$ cat src/rtl/tok_pkg.sv
package tok_pkg;
  typedef enum logic [1:0] {
    LIM_KEEP  = 2'd0,
    LIM_RAISE = 2'd1,
    LIM_LOWER = 2'd2
  } lim_act_e;

  localparam int RST_SYNC_STAGES = 2;
endpackage

$ cat src/rtl/tok_grant.sv
module tok_grant #(
  parameter int CW = 4
) (
  input  logic          run,
  input  logic          req,
  input  logic [CW-1:0] free_q,
  output logic          gnt
);
  always_comb begin
    gnt = run & req & (free_q != '0);
  end
endmodule

$ cat src/rtl/tok_return.sv
module tok_return #(
  parameter int CW = 4,
  parameter int SW = CW + 1
) (
  input  logic [CW-1:0] retire_cnt,
  input  logic [CW-1:0] flush_cnt,
  input  logic [CW-1:0] pend_q,
  output logic [SW-1:0] back,
  output logic [CW-1:0] swallow
);
  always_comb begin
    back    = SW'(retire_cnt) + SW'(flush_cnt);
    swallow = (back < SW'(pend_q)) ? CW'(back) : pend_q;
  end
endmodule

$ cat src/rtl/tok_limit.sv
module tok_limit
  import tok_pkg::*;
#(
  parameter int MAX_TOKENS = 8,
  parameter int CW = 4
) (
  input  logic          wr,
  input  logic [CW-1:0] wdata,
  input  logic [CW-1:0] lim_q,
  input  logic [CW-1:0] free_a,
  input  logic [CW-1:0] pend_a,
  output logic [CW-1:0] lim_n,
  output logic [CW-1:0] free_n,
  output logic [CW-1:0] pend_n
);
  localparam logic [CW-1:0] MAXC = CW'(MAX_TOKENS);

  logic [CW-1:0] want;
  logic [CW-1:0] delta;
  logic [CW-1:0] part;
  lim_act_e      act;

  always_comb begin
    want = (wdata > MAXC) ? MAXC : wdata;
    if (!wr)             act = LIM_KEEP;
    else if (want > lim_q) act = LIM_RAISE;
    else if (want < lim_q) act = LIM_LOWER;
    else                 act = LIM_KEEP;

    delta  = '0;
    part   = '0;
    lim_n  = lim_q;
    free_n = free_a;
    pend_n = pend_a;
    case (act)
      LIM_RAISE: begin
        delta  = want - lim_q;
        part   = (delta < pend_a) ? delta : pend_a;
        pend_n = pend_a - part;
        free_n = free_a + (delta - part);
        lim_n  = want;
      end
      LIM_LOWER: begin
        delta  = lim_q - want;
        part   = (delta < free_a) ? delta : free_a;
        free_n = free_a - part;
        pend_n = pend_a + (delta - part);
        lim_n  = want;
      end
      default: ;
    endcase
  end
endmodule

$ cat src/rtl/tok_throttle.sv
module tok_throttle
  import tok_pkg::*;
#(
  parameter int MAX_TOKENS  = 8,
  parameter int RESET_LIMIT = MAX_TOKENS,
  parameter int CW          = $clog2(MAX_TOKENS + 1)
) (
  input  logic          clk,
  input  logic          rst_n,
  input  logic          fetch_req,
  output logic          fetch_gnt,
  input  logic [CW-1:0] retire_cnt,
  input  logic [CW-1:0] flush_cnt,
  input  logic          limit_wr,
  input  logic [CW-1:0] limit_wdata,
  input  logic [CW-1:0] lowspec_thr,
  output logic [CW-1:0] tok_free,
  output logic [CW-1:0] tok_inflight,
  output logic [CW-1:0] tok_pending,
  output logic [CW-1:0] tok_limit,
  output logic          low_spec,
  output logic          pred_en
);
  localparam int SW = CW + 1;
  localparam logic [CW-1:0] RST_LIM = CW'(RESET_LIMIT);

  logic [RST_SYNC_STAGES-1:0] sync_q;
  logic                       run;

  logic [CW-1:0] free_q, infl_q, pend_q, lim_q;
  logic [CW-1:0] free_a, pend_a, infl_n;
  logic [CW-1:0] free_n, pend_n, lim_n;
  logic [SW-1:0] back;
  logic [CW-1:0] swallow;
  logic          gnt;
  logic          upd;

  always_ff @(posedge clk or negedge rst_n) begin
    if (!rst_n) sync_q <= '0;
    else        sync_q <= {sync_q[RST_SYNC_STAGES-2:0], 1'b1};
  end
  assign run = sync_q[RST_SYNC_STAGES-1];

  tok_grant #(.CW(CW)) u_grant (
    .run    (run),
    .req    (fetch_req),
    .free_q (free_q),
    .gnt    (gnt)
  );

  tok_return #(.CW(CW), .SW(SW)) u_ret (
    .retire_cnt (retire_cnt),
    .flush_cnt  (flush_cnt),
    .pend_q     (pend_q),
    .back       (back),
    .swallow    (swallow)
  );

  always_comb begin
    free_a = CW'(SW'(free_q) + back - SW'(swallow) - SW'(gnt));
    pend_a = pend_q - swallow;
    infl_n = CW'(SW'(infl_q) + SW'(gnt) - back);
    upd    = run & (gnt | (back != '0) | limit_wr);
  end

  tok_limit #(.MAX_TOKENS(MAX_TOKENS), .CW(CW)) u_lim (
    .wr     (limit_wr),
    .wdata  (limit_wdata),
    .lim_q  (lim_q),
    .free_a (free_a),
    .pend_a (pend_a),
    .lim_n  (lim_n),
    .free_n (free_n),
    .pend_n (pend_n)
  );

  always_ff @(posedge clk or negedge rst_n) begin
    if (!rst_n) begin
      free_q <= RST_LIM;
      infl_q <= '0;
      pend_q <= '0;
      lim_q  <= RST_LIM;
    end else if (upd) begin
      free_q <= free_n;
      infl_q <= infl_n;
      pend_q <= pend_n;
      lim_q  <= lim_n;
    end
  end

  always_comb begin
    fetch_gnt    = gnt;
    tok_free     = free_q;
    tok_inflight = infl_q;
    tok_pending  = pend_q;
    tok_limit    = lim_q;
    low_spec     = (lim_q <= lowspec_thr);
    pred_en      = ~low_spec;
  end
endmodule

$ cat config.mk
export PLATFORM = sky130hd
export DESIGN_NAME = tok_throttle
export DESIGN_NICKNAME = d
export VERILOG_FILES = /design/src/rtl/tok_pkg.sv /design/src/rtl/tok_grant.sv /design/src/rtl/tok_return.sv /design/src/rtl/tok_limit.sv /design/src/rtl/tok_throttle.sv
export SDC_FILE = /design/constraint.sdc
export NUM_CORES = 1
export LEC_CHECK = 0
export ABC_AREA = 1
export CAP_MARGIN = 10
export CORE_ASPECT_RATIO = 0.9
export CORE_MARGIN = 5
export CORE_UTILIZATION = 55
export DETAILED_ROUTE_END_ITERATION = 7
export DONT_BUFFER_PORTS = 1
export PLACE_DENSITY = 0.79
export SETUP_SLACK_MARGIN = 0.1
export SLEW_MARGIN = 20
export SYNTH_ARGS = -nofsm -noshare
export SYNTH_HDL_FRONTEND = slang
export SYNTH_SLANG_ARGS = --single-unit
export TNS_END_PERCENT = 10
$ cat constraint.sdc
create_clock -name clk -period 11.52 [get_ports clk]
set_input_delay 2.304 -clock clk [delete_from_list [all_inputs] [get_ports clk]]
set_output_delay 2.304 -clock clk [all_outputs]
set_load 0.05 [all_outputs]
==> parameters.txt, run 1 <==
Parameter                              Value

Synthesis
  Syn nets    470
  Number of distinct standard cells referenced by the synthesized netlist    44
  Ys Warns    0
  Synthesized netlist cell count    379
  Register bit total from synthesis    18
  Syn Std Cell Area    0.00296 mm^2
  Share of synthesized area occupied by flip-flops and latches    15.3%
  Synth Area per Inst    7.82 um^2

GRT
  Vias in the first global route    2,399
  Global router's overall resource usage    20.1%
  Maximum number of pins on one net before global-route repair    19
  Final global-route overflow total    0
  Number of antenna violations at the first check in global routing    0
  Global-route wire length before repair    11,100 um

Timing
  Final sum of negative setup slack    0 ns
  Slew at the pin closest to its max-slew limit    0.897 ns
  Slew Viols, Final    0
  Final critical-path setup slack    2.68 ns
  Final period demand of the worst path    8.84 ns
  Final count of hold timing violations    0
  Highest clock rate    0.113 GHz
  Unrepaired setup endpoints after global routing    no
  Slew HR    40.2%
  Setup skew after layout    0.00411 ns
  Endpoints failing setup    0
  Final worst-path cycle share    76.8%

Setup path
  Largest delay contributor family on the critical path    adder cells
  Endpoint class of the critical path    flop
  Required time of the critical path    11.68 ns
  Critical path type    in -> reg
  Startpoint Class    input port
  Reg-to-reg startpoint    tok_pending[1]
  Crit-path max cell delay    0.63 ns
  Critical Path Slowest Stage Cell    sky130_fd_sc_hd__fa_1
  Worst EP arrival    9.00 ns
  Highest fanout seen on the critical path    7
  CP Launch Point    retire_cnt[0]
  Combined buffer and inverter count along the critical path    3

Final layout
  Layout overhead on the synthesized area    4.81%
  Count of nets after finishing    475
  Final core area utilization    59.1%
  Number of filler instances in the final layout    483
  Share of layout cells above drive strength 1    10.2%
  Diode insertion count for antenna repair    0

Clock network
  TritonCTS clock tree    yes
  H-Tree Depth    1
  Buffer levels on the longest clock path    2
  Total of cells resized after clock tree synthesis    0
  Total clock sinks    18
  Clock tree root driver cell    sky130_fd_sc_hd__clkbuf_8
  Clk_lat worst skew    0.27 ns
  Total of hold buffers inserted after clock tree synthesis    0
  CTS Buf Count    3
  Setup fix buffers added after clock tree synthesis    0
  Clock slew at the register clock pins of the worst setup and hold paths    0.08 ns

Routing
  Routed via count    2,437
  Routed length on met1    2940 um
  Wire per inst    14.5 um
  Routed wire length    6510 um
  Initial DRT Pass Iterations    4
  Length of routed met3 wiring    456 um
  Met2 layer wire length in the routed design    3050 um
  Number of remaining DRC errors    0
  Remaining antenna violation count    0
  Number of DRC markers in iteration 0    143
  Top metal layer carrying routed signals    met4
  Mean number of vias per cell    5.42

Floorplan
  Overall die height    79.6 um
  Die extent in x    87.4 um
  Top Ports    39
  Floorplan core area    0.00526 mm^2
  Effective utilization at floorplan    56.4%
  Total Die Area    0.00696 mm^2
  Standard-cell row count    25

Place
  Routability Congestion    0.890
  Sum of net half-perimeters after detailed placement    5730 um
  Setup Slack @ Placement    2.41 ns
  Input/output buffers    0

Flow run
  Max Cap Viol    0

Run status
  Outcome    complete, no violations

Hold path
  Hold Startpoint    sync_q[0]
  Classification of the worst-slack hold path    reg -> reg
[cells in the final DEF (no fill, tap or decap), types with 2 or more instances in the layout]
master and n:
sky130_fd_sc_hd__a211oi_1 2, sky130_fd_sc_hd__a21oi_1 14, sky130_fd_sc_hd__clkbuf_8 4, sky130_fd_sc_hd__dfrtp_1 16, sky130_fd_sc_hd__dfstp_2 2, sky130_fd_sc_hd__fa_1 15, sky130_fd_sc_hd__ha_1 56, sky130_fd_sc_hd__inv_1 84
sky130_fd_sc_hd__inv_2 3, sky130_fd_sc_hd__nand2_1 63, sky130_fd_sc_hd__nand2_2 9, sky130_fd_sc_hd__nand2_4 2, sky130_fd_sc_hd__nand3_1 17, sky130_fd_sc_hd__nand3_2 2, sky130_fd_sc_hd__nand4_1 2, sky130_fd_sc_hd__nor2_1 10
sky130_fd_sc_hd__nor2_2 3, sky130_fd_sc_hd__nor3_1 3, sky130_fd_sc_hd__o21ai_0 24, sky130_fd_sc_hd__o21bai_1 3, sky130_fd_sc_hd__o21bai_2 2, sky130_fd_sc_hd__o221ai_1 4, sky130_fd_sc_hd__xnor2_1 8, sky130_fd_sc_hd__xor2_1 13
sky130_fd_sc_hd__xor2_2 2
[layout make-up]
| cell class | instances | area (um^2) | share of cell area [%] |
|---|---|---|---|
| repair buffers | 2 | 11.3 | 0.362 |
| flip-flops and latches | 18 | 453 | 14.6 |
| multi-input cells | 270 | 2160 | 69.5 |
| clock buffers | 4 | 55.1 | 1.77 |
| well taps | 67 | 83.8 | 2.70 |
| inverters | 89 | 344 | 11.1 |
[through the flow]
stage	hold WS, ns	instances	cell area (um^2)
after floorplan	0.331	379	2960
after global placement	0.333	444	3040
after detailed placement	0.337	444	3040
after CTS	0.356	448	3100
after global routing	0.360	450	3110
final	0.353	450	3110
[metal layers]
metal | global-route usage, % | vias to the layer above
met5 | 0 | -
met4 | 2.91 | 0
met3 | 4.23 | 11
met2 | 33.4 | 82
met1 | 27.4 | 1128
li1 | - | 1216
[synthesized netlist by cell type]
cell                        instances  area (um^2)
sky130_fd_sc_hd__inv_1             84          315
sky130_fd_sc_hd__nand2_1           63          236
sky130_fd_sc_hd__ha_1              56          701
sky130_fd_sc_hd__o21ai_0           24          120
sky130_fd_sc_hd__nand3_1           17         85.1
sky130_fd_sc_hd__dfrtp_1           16          400
sky130_fd_sc_hd__fa_1              15          300
sky130_fd_sc_hd__a21oi_1           14         70.1
sky130_fd_sc_hd__xor2_1            13          114
sky130_fd_sc_hd__nor2_1            10         37.5
sky130_fd_sc_hd__nand2_2            9         56.3
sky130_fd_sc_hd__xnor2_1            8         70.1
sky130_fd_sc_hd__o221ai_1           4         35.0
sky130_fd_sc_hd__inv_2              3         11.3
sky130_fd_sc_hd__nor2_2             3         18.8
sky130_fd_sc_hd__nor3_1             3         15.0
sky130_fd_sc_hd__o21bai_1           3         22.5
sky130_fd_sc_hd__a211oi_1           2         15.0
sky130_fd_sc_hd__dfstp_2            2         52.6
sky130_fd_sc_hd__nand2_4            2         22.5
sky130_fd_sc_hd__nand3_2            2         20.0
sky130_fd_sc_hd__nand4_1            2         12.5
sky130_fd_sc_hd__o21bai_2           2         22.5
sky130_fd_sc_hd__xor2_2             2         32.5
sky130_fd_sc_hd__a21o_1             1         7.51
sky130_fd_sc_hd__a21oi_2            1         8.76
sky130_fd_sc_hd__a31oi_1            1         6.26
sky130_fd_sc_hd__a32oi_1            1         8.76
sky130_fd_sc_hd__a41oi_1            1         8.76
sky130_fd_sc_hd__and2_1             1         6.26
sky130_fd_sc_hd__buf_6              1         11.3
sky130_fd_sc_hd__clkbuf_1           1         3.75
sky130_fd_sc_hd__clkinv_4           1         8.76
sky130_fd_sc_hd__conb_1             1         3.75
sky130_fd_sc_hd__inv_6              1         8.76
sky130_fd_sc_hd__nand3b_1           1         7.51
sky130_fd_sc_hd__nand4_4            1         21.3
sky130_fd_sc_hd__nor2_4             1         11.3
sky130_fd_sc_hd__nor3_2             1         10.0
sky130_fd_sc_hd__o2111ai_1          1         8.76
sky130_fd_sc_hd__o21ai_1            1         5.00
sky130_fd_sc_hd__o21ai_2            1         8.76
sky130_fd_sc_hd__o22ai_1            1         6.26
sky130_fd_sc_hd__xnor2_2            1         16.3
[worst paths after layout]
path                                    to  slack, ns  cells past startpoint
max in group asynchronous      tok_free[3]       9.63                      0
min in group asynchronous  tok_inflight[2]       1.72                      0
hold / removal                   sync_q[1]       0.35                      0
setup reg to reg            tok_pending[3]       4.42                     32
hold reg to reg                  sync_q[1]       0.35                      0
setup / recovery            tok_pending[3]       2.68                     32
[registers in the layout (all words and copies together), names as in the netlist]
| name | cells |
|---|---|
| sync_q | 2 |
| tok_inflight | 4 |
| tok_free | 4 |
| tok_limit | 4 |
| tok_pending | 4 |
[kinds of logic (layout without fill, tap and decap cells)]
group,count (synthesis),after routing,synth area share [%]
simple gates,116,116,18.9
buf+inv,91,95,12.1
fa+ha+maj,71,71,33.8
compound gates,58,58,11.9
xor+xnor,24,24,7.85
flops,18,18,15.3
other cells,1,1,0.127
Power of run 1 is not shown: default switching activity piles up to over one toggle a cycle in this logic, so the estimate is an artifact.
==> run 2, diff against run 1 <==
ABC_AREA = 0   (was 1)
PLACE_DENSITY = 0.82   (was 0.79)
clock period = 7.65 ns   (was 11.52 ns; I/O delays follow)
==> parameters.txt, run 2 <==
Parameter                              Value

Run status
  Outcome    finished, violations left
  Failing checks    negative setup slack

Routing
  Initial DRT Pass Iterations    5
  Number of DRC markers in iteration 0    283
  Routed wire length    7830 um
  Routed via count    2,527
  Remaining antenna violation count    0
  Mean number of vias per cell    5.86
  Wire per inst    18.2 um
  Number of remaining DRC errors    0

Setup path
  Endpoint class of the critical path    flop
  Required time of the critical path    7.84 ns
  Critical path type    in -> reg
  Worst EP arrival    8.07 ns
  Crit-path most repeated cell    sky130_fd_sc_hd__ha_1
  Critical Path Slowest Stage Cell    sky130_fd_sc_hd__fa_1
  Startpoint Class    input port
  Crit-path max cell delay    0.51 ns
  Highest fanout seen on the critical path    7

Final layout
  Footprint of the multi-input gates    0.00228 mm^2
  Diode insertion count for antenna repair    0
  Most frequent cells in the layout    sky130_fd_sc_hd__inv_1 (59), sky130_fd_sc_hd__ha_1 (54), sky130_fd_sc_hd__buf_4 (38), sky130_fd_sc_hd__nand2_1 (22), sky130_fd_sc_hd__a21o_1 (18)
  Final core area utilization    68.3%
  FF/Latch Area    453 um^2
  Most common library cell in the layout ignoring fill and taps    sky130_fd_sc_hd__inv_1
  Count of nets after finishing    458
  Share of layout cells above drive strength 1    20.8%
  Layout overhead on the synthesized area    18.3%
  Number of filler instances in the final layout    360
  Non-filler cells, final    431

Place
  Setup Slack @ Placement    -0.539 ns
  Number of placed instances, taps included    424
  Input/output buffers    0
  Sum of net half-perimeters after detailed placement    6260 um
  Routability Congestion    0.991

Synthesis
  Leading post-synthesis cells by cell area    sky130_fd_sc_hd__ha_1 (24%), sky130_fd_sc_hd__dfrtp_1 (14%), sky130_fd_sc_hd__fa_1 (10%)
  Synthesized netlist cell count    329
  Cell accounting for the most synthesized area    sky130_fd_sc_hd__ha_1
  Number of enable flip-flop cells after synthesis    0
  Synth top cells by count    sky130_fd_sc_hd__inv_1 (59), sky130_fd_sc_hd__ha_1 (56), sky130_fd_sc_hd__nand2_1 (22)
  Ys Warns    0
  Register bit total from synthesis    18
  Syn nets    420
  Post-synth top flop    sky130_fd_sc_hd__dfrtp_1
  Syn Std Cell Area    0.00286 mm^2
  Area share of the largest cell type after synthesis    24.5%
  Async set-or-reset flop fraction in the synthesized netlist    100%
  Synth Area per Inst    8.70 um^2
  Number of distinct standard cells referenced by the synthesized netlist    50
  Top-count cell post-synth    sky130_fd_sc_hd__inv_1
  Share of synthesized area occupied by flip-flops and latches    15.8%

Clock network
  CTS Buf Count    3
  Clk_lat worst skew    0.26 ns
  Buffer levels on the longest clock path    2
  Clock tree root driver cell    sky130_fd_sc_hd__clkbuf_8
  TritonCTS clock tree    yes
  Total clock sinks    18
  Total of hold buffers inserted after clock tree synthesis    0
  H-Tree Depth    1
  Clock slew at the register clock pins of the worst setup and hold paths    0.08 ns

Timing
  Final period demand of the worst path    7.88 ns
  Slew at the pin closest to its max-slew limit    0.892 ns
  Slew Viols, Final    0
  Slew HR    40.4%
  Endpoints failing setup    3
  Unrepaired setup endpoints after global routing    yes
  Final critical-path setup slack    -0.235 ns
  Highest clock rate    0.127 GHz
  Final worst-path cycle share    103%
  Setup skew after layout    0.00491 ns
  Worst hold margin    0.359 ns
  Final count of hold timing violations    0

Floorplan
  Standard-cell row count    24
  Floorplan core area    0.00495 mm^2
  Die extent in x    86.0 um
  Top Ports    39
  Effective utilization at floorplan    57.8%
  Overall die height    78.4 um
  Total Die Area    0.00675 mm^2

GRT
  Global router's overall resource usage    24.4%
  Vias in the first global route    2,728
  Maximum number of pins on one net before global-route repair    19
  Number of antenna violations at the first check in global routing    0
  Global-route wire length before repair    13,200 um
  Final global-route overflow total    0

Flow run
  Max Cap Viol    0

Hold path
  Classification of the worst-slack hold path    reg -> reg
[run 2: critical path, delay by kind of cell]
family / cells / cell delay (ns)
xor gates and xnor gates: 5 / 0.74
AOI/OAI and AO/OA: 14 / 2.51
adders and majority gates: 9 / 2.81
buffers and inverters: 2 / 0.18
and+or+nand+nor: 2 / 0.31
[run 2: stage by stage]
step	cell area, um^2	TNS (ns)
after global placement	3220	-0.608
final	3380	-0.402
after detailed placement	3220	-1.41
after floorplan	2900	-0.281
after CTS	3350	-0.0487
after global routing	3380	-1.12
[run 2: layer usage]
metal	track usage (%)	vias up	wire (um)
met5	0	-	0
met4	7.28	0	303
met3	4.40	33	578
met2	41.9	127	3670
met1	31.1	1194	3280
li1	-	1173	-
[run 2: worst paths after layout]
check,start,endpoint,slack [ns],cells past startpoint
max,retire_cnt[0],tok_pending[3],-0.23,32
min,sync_q[0],sync_q[1],0.36,0
max reg2reg,tok_pending[1],tok_pending[3],0.72,30
min reg2reg,sync_q[0],sync_q[1],0.36,0
max in group asynchronous,rst_n,tok_limit[3],6.52,0
min in group asynchronous,rst_n,tok_pending[0],0.95,0
[run 2: what timing repair did]
item | CTS | global route
gates resized for setup | 7 | 8
pin swaps | 12 | 2
buffers inserted | 3 | 0
setup endpoints to repair | 4 | 5
[run 2: final cells by class]
class | instances | share of cell area (%)
Timing Repair Buffer | 39 | 8.76
Inverter | 59 | 6.54
Multi-Input combinational cell | 246 | 67.3
Clock buffer | 4 | 1.63
Sequential cell | 18 | 13.4
Tap cell | 65 | 2.40
[run 2: kinds of logic (layout without fill, tap and decap cells)]
group / Yosys count / in the layout / synth area share [%]
AOI/OAI and AO/OA: 77 / 77 / 18.7
adders and majority gates: 71 / 71 / 35.0
buffers and inverters: 65 / 102 / 8.83
and+or+nand+nor: 64 / 64 / 10.4
xor gates and xnor gates: 29 / 29 / 9.62
DFF: 18 / 18 / 15.8
muxes: 4 / 4 / 1.49
other: 1 / 1 / 0.131
Power of run 2 is left out for the same reason.
==> run 3, diff against run 2 <==
CORE_MARGIN = 2   (was 5)
PLACE_DENSITY = 0.73   (was 0.82)
==> parameters.txt, run 3 (same netlist as run 2, synthesis figures left out) <==
Parameter                              Value

Floorplan
  Floorplan core area    0.00492 mm^2
  Overall die height    72.4 um
  Top Ports    39
  Die extent in x    80.0 um
  Effective utilization at floorplan    58.1%
  Standard-cell row count    24
  Total Die Area    0.00580 mm^2

Timing
  Final worst-path cycle share    102%
  Final period demand of the worst path    7.80 ns
  Slew at the pin closest to its max-slew limit    0.663 ns
  Final count of hold timing violations    0
  Slew Viols, Final    0
  Endpoints failing setup    2
  Unrepaired setup endpoints after global routing    yes
  Final critical-path setup slack    -0.152 ns
  Slew HR    55.8%
  Setup skew after layout    0.00967 ns
  Highest clock rate    0.128 GHz

Routing
  Remaining antenna violation count    0
  Routed via count    2,456
  Number of DRC markers in iteration 0    126
  Mean number of vias per cell    5.62
  Number of remaining DRC errors    0
  Routed wire length    7230 um
  Initial DRT Pass Iterations    4
  Wire per inst    16.5 um

Setup path
  Startpoint Class    input port
  Highest fanout seen on the critical path    7
  Reg-to-reg startpoint    tok_pending[1]
  Critical Path Slowest Stage Cell    sky130_fd_sc_hd__fa_1
  Crit-path max cell delay    0.58 ns
  Endpoint class of the critical path    flop
  Largest delay contributor family on the critical path    adder cells
  Critical path type    in -> reg
  Required time of the critical path    7.80 ns
  CP Launch Point    retire_cnt[0]
  Worst EP arrival    7.95 ns
  Combined buffer and inverter count along the critical path    2

GRT
  Final global-route overflow total    0
  Vias in the first global route    2,495
  Maximum number of pins on one net before global-route repair    24
  Global router's overall resource usage    25.6%
  Number of antenna violations at the first check in global routing    0
  Global-route wire length before repair    11,700 um

Hold path
  Hold Startpoint    sync_q[0]
  Classification of the worst-slack hold path    reg -> reg

Run status
  Outcome    finished, violations left
  Failing checks    negative setup slack

Final layout
  Most frequent cells in the layout    sky130_fd_sc_hd__inv_1 (59), sky130_fd_sc_hd__ha_1 (50), sky130_fd_sc_hd__buf_4 (44), sky130_fd_sc_hd__nand2_1 (22), sky130_fd_sc_hd__a21o_1 (18)
  Count of nets after finishing    464
  Diode insertion count for antenna repair    0
  Layout overhead on the synthesized area    22.3%
  Number of filler instances in the final layout    368
  Share of layout cells above drive strength 1    23.7%
  Most common library cell in the layout ignoring fill and taps    sky130_fd_sc_hd__inv_1

Clock network
  CTS Buf Count    3
  H-Tree Depth    1
  Clk_lat worst skew    0.26 ns
  TritonCTS clock tree    yes
  Clock slew at the register clock pins of the worst setup and hold paths    0.08 ns
  Total of hold buffers inserted after clock tree synthesis    0
  Total clock sinks    18
  Buffer levels on the longest clock path    2
  Clock tree root driver cell    sky130_fd_sc_hd__clkbuf_8

Place
  Sum of net half-perimeters after detailed placement    5750 um
  Input/output buffers    0
  Routability Congestion    0.899
  Setup Slack @ Placement    -0.524 ns

Flow run
  Max Cap Viol    0
-- run 3: area by class of cell --
cell class / count / area [um^2] / share of cell area, %
Timing Repair Buffer: 45 / 350 / 10.0
Clock buffer: 4 / 55.1 / 1.57
Inverter: 59 / 221 / 6.33
Tap cell: 65 / 81.3 / 2.32
Multi-Input combinational cell: 246 / 2340 / 66.8
Sequential cell: 18 / 453 / 12.9
-- run 3: worst paths after layout --
path | end | slack, ns | depth (start not counted)
worst min register to register | sync_q[1] | 0.36 | 0
worst max register to register | tok_pending[3] | 0.74 | 31
min in group asynchronous | tok_pending[3] | 0.95 | 0
max in group asynchronous | tok_limit[3] | 6.52 | 0
worst min-delay path | sync_q[1] | 0.36 | 0
worst max-delay path | tok_pending[3] | -0.15 | 32
-- run 3: per-layer routing --
layer	vias to the layer above	global-route usage, %	part of all wire (%)
li1	1195	-	-
met1	1174	33.6	43
met2	77	43.1	50
met3	10	6.59	5.9
met4	0	5.27	1.3
met5	-	0	0
-- run 3: per-stage QoR --
step | utilization, % | instances | TNS [ns] | instance area [um^2] | hold slack, ns
6_report | 71.1 | 437 | -0.260 | 3500 | 0.360
5_1_grt | 71.1 | 437 | -1.17 | 3500 | 0.372
4_1_cts | 69.3 | 435 | -0.0893 | 3410 | 0.355
3_5_place_dp | 65.9 | 425 | -1.26 | 3240 | 0.339
3_3_place_gp | 65.9 | 425 | -0.911 | 3240 | 0.334
2_1_floorplan | - | 329 | -0.281 | 2900 | 0.331
-- run 3: repair_timing --
action / 4_1_cts / 5_1_grt
setup endpoints to repair: 3 / 5
gates resized for setup: 8 / 12
setup buffers: 6 / 2
pin swaps: 20 / 13
Power of run 3 is left out for the same reason.
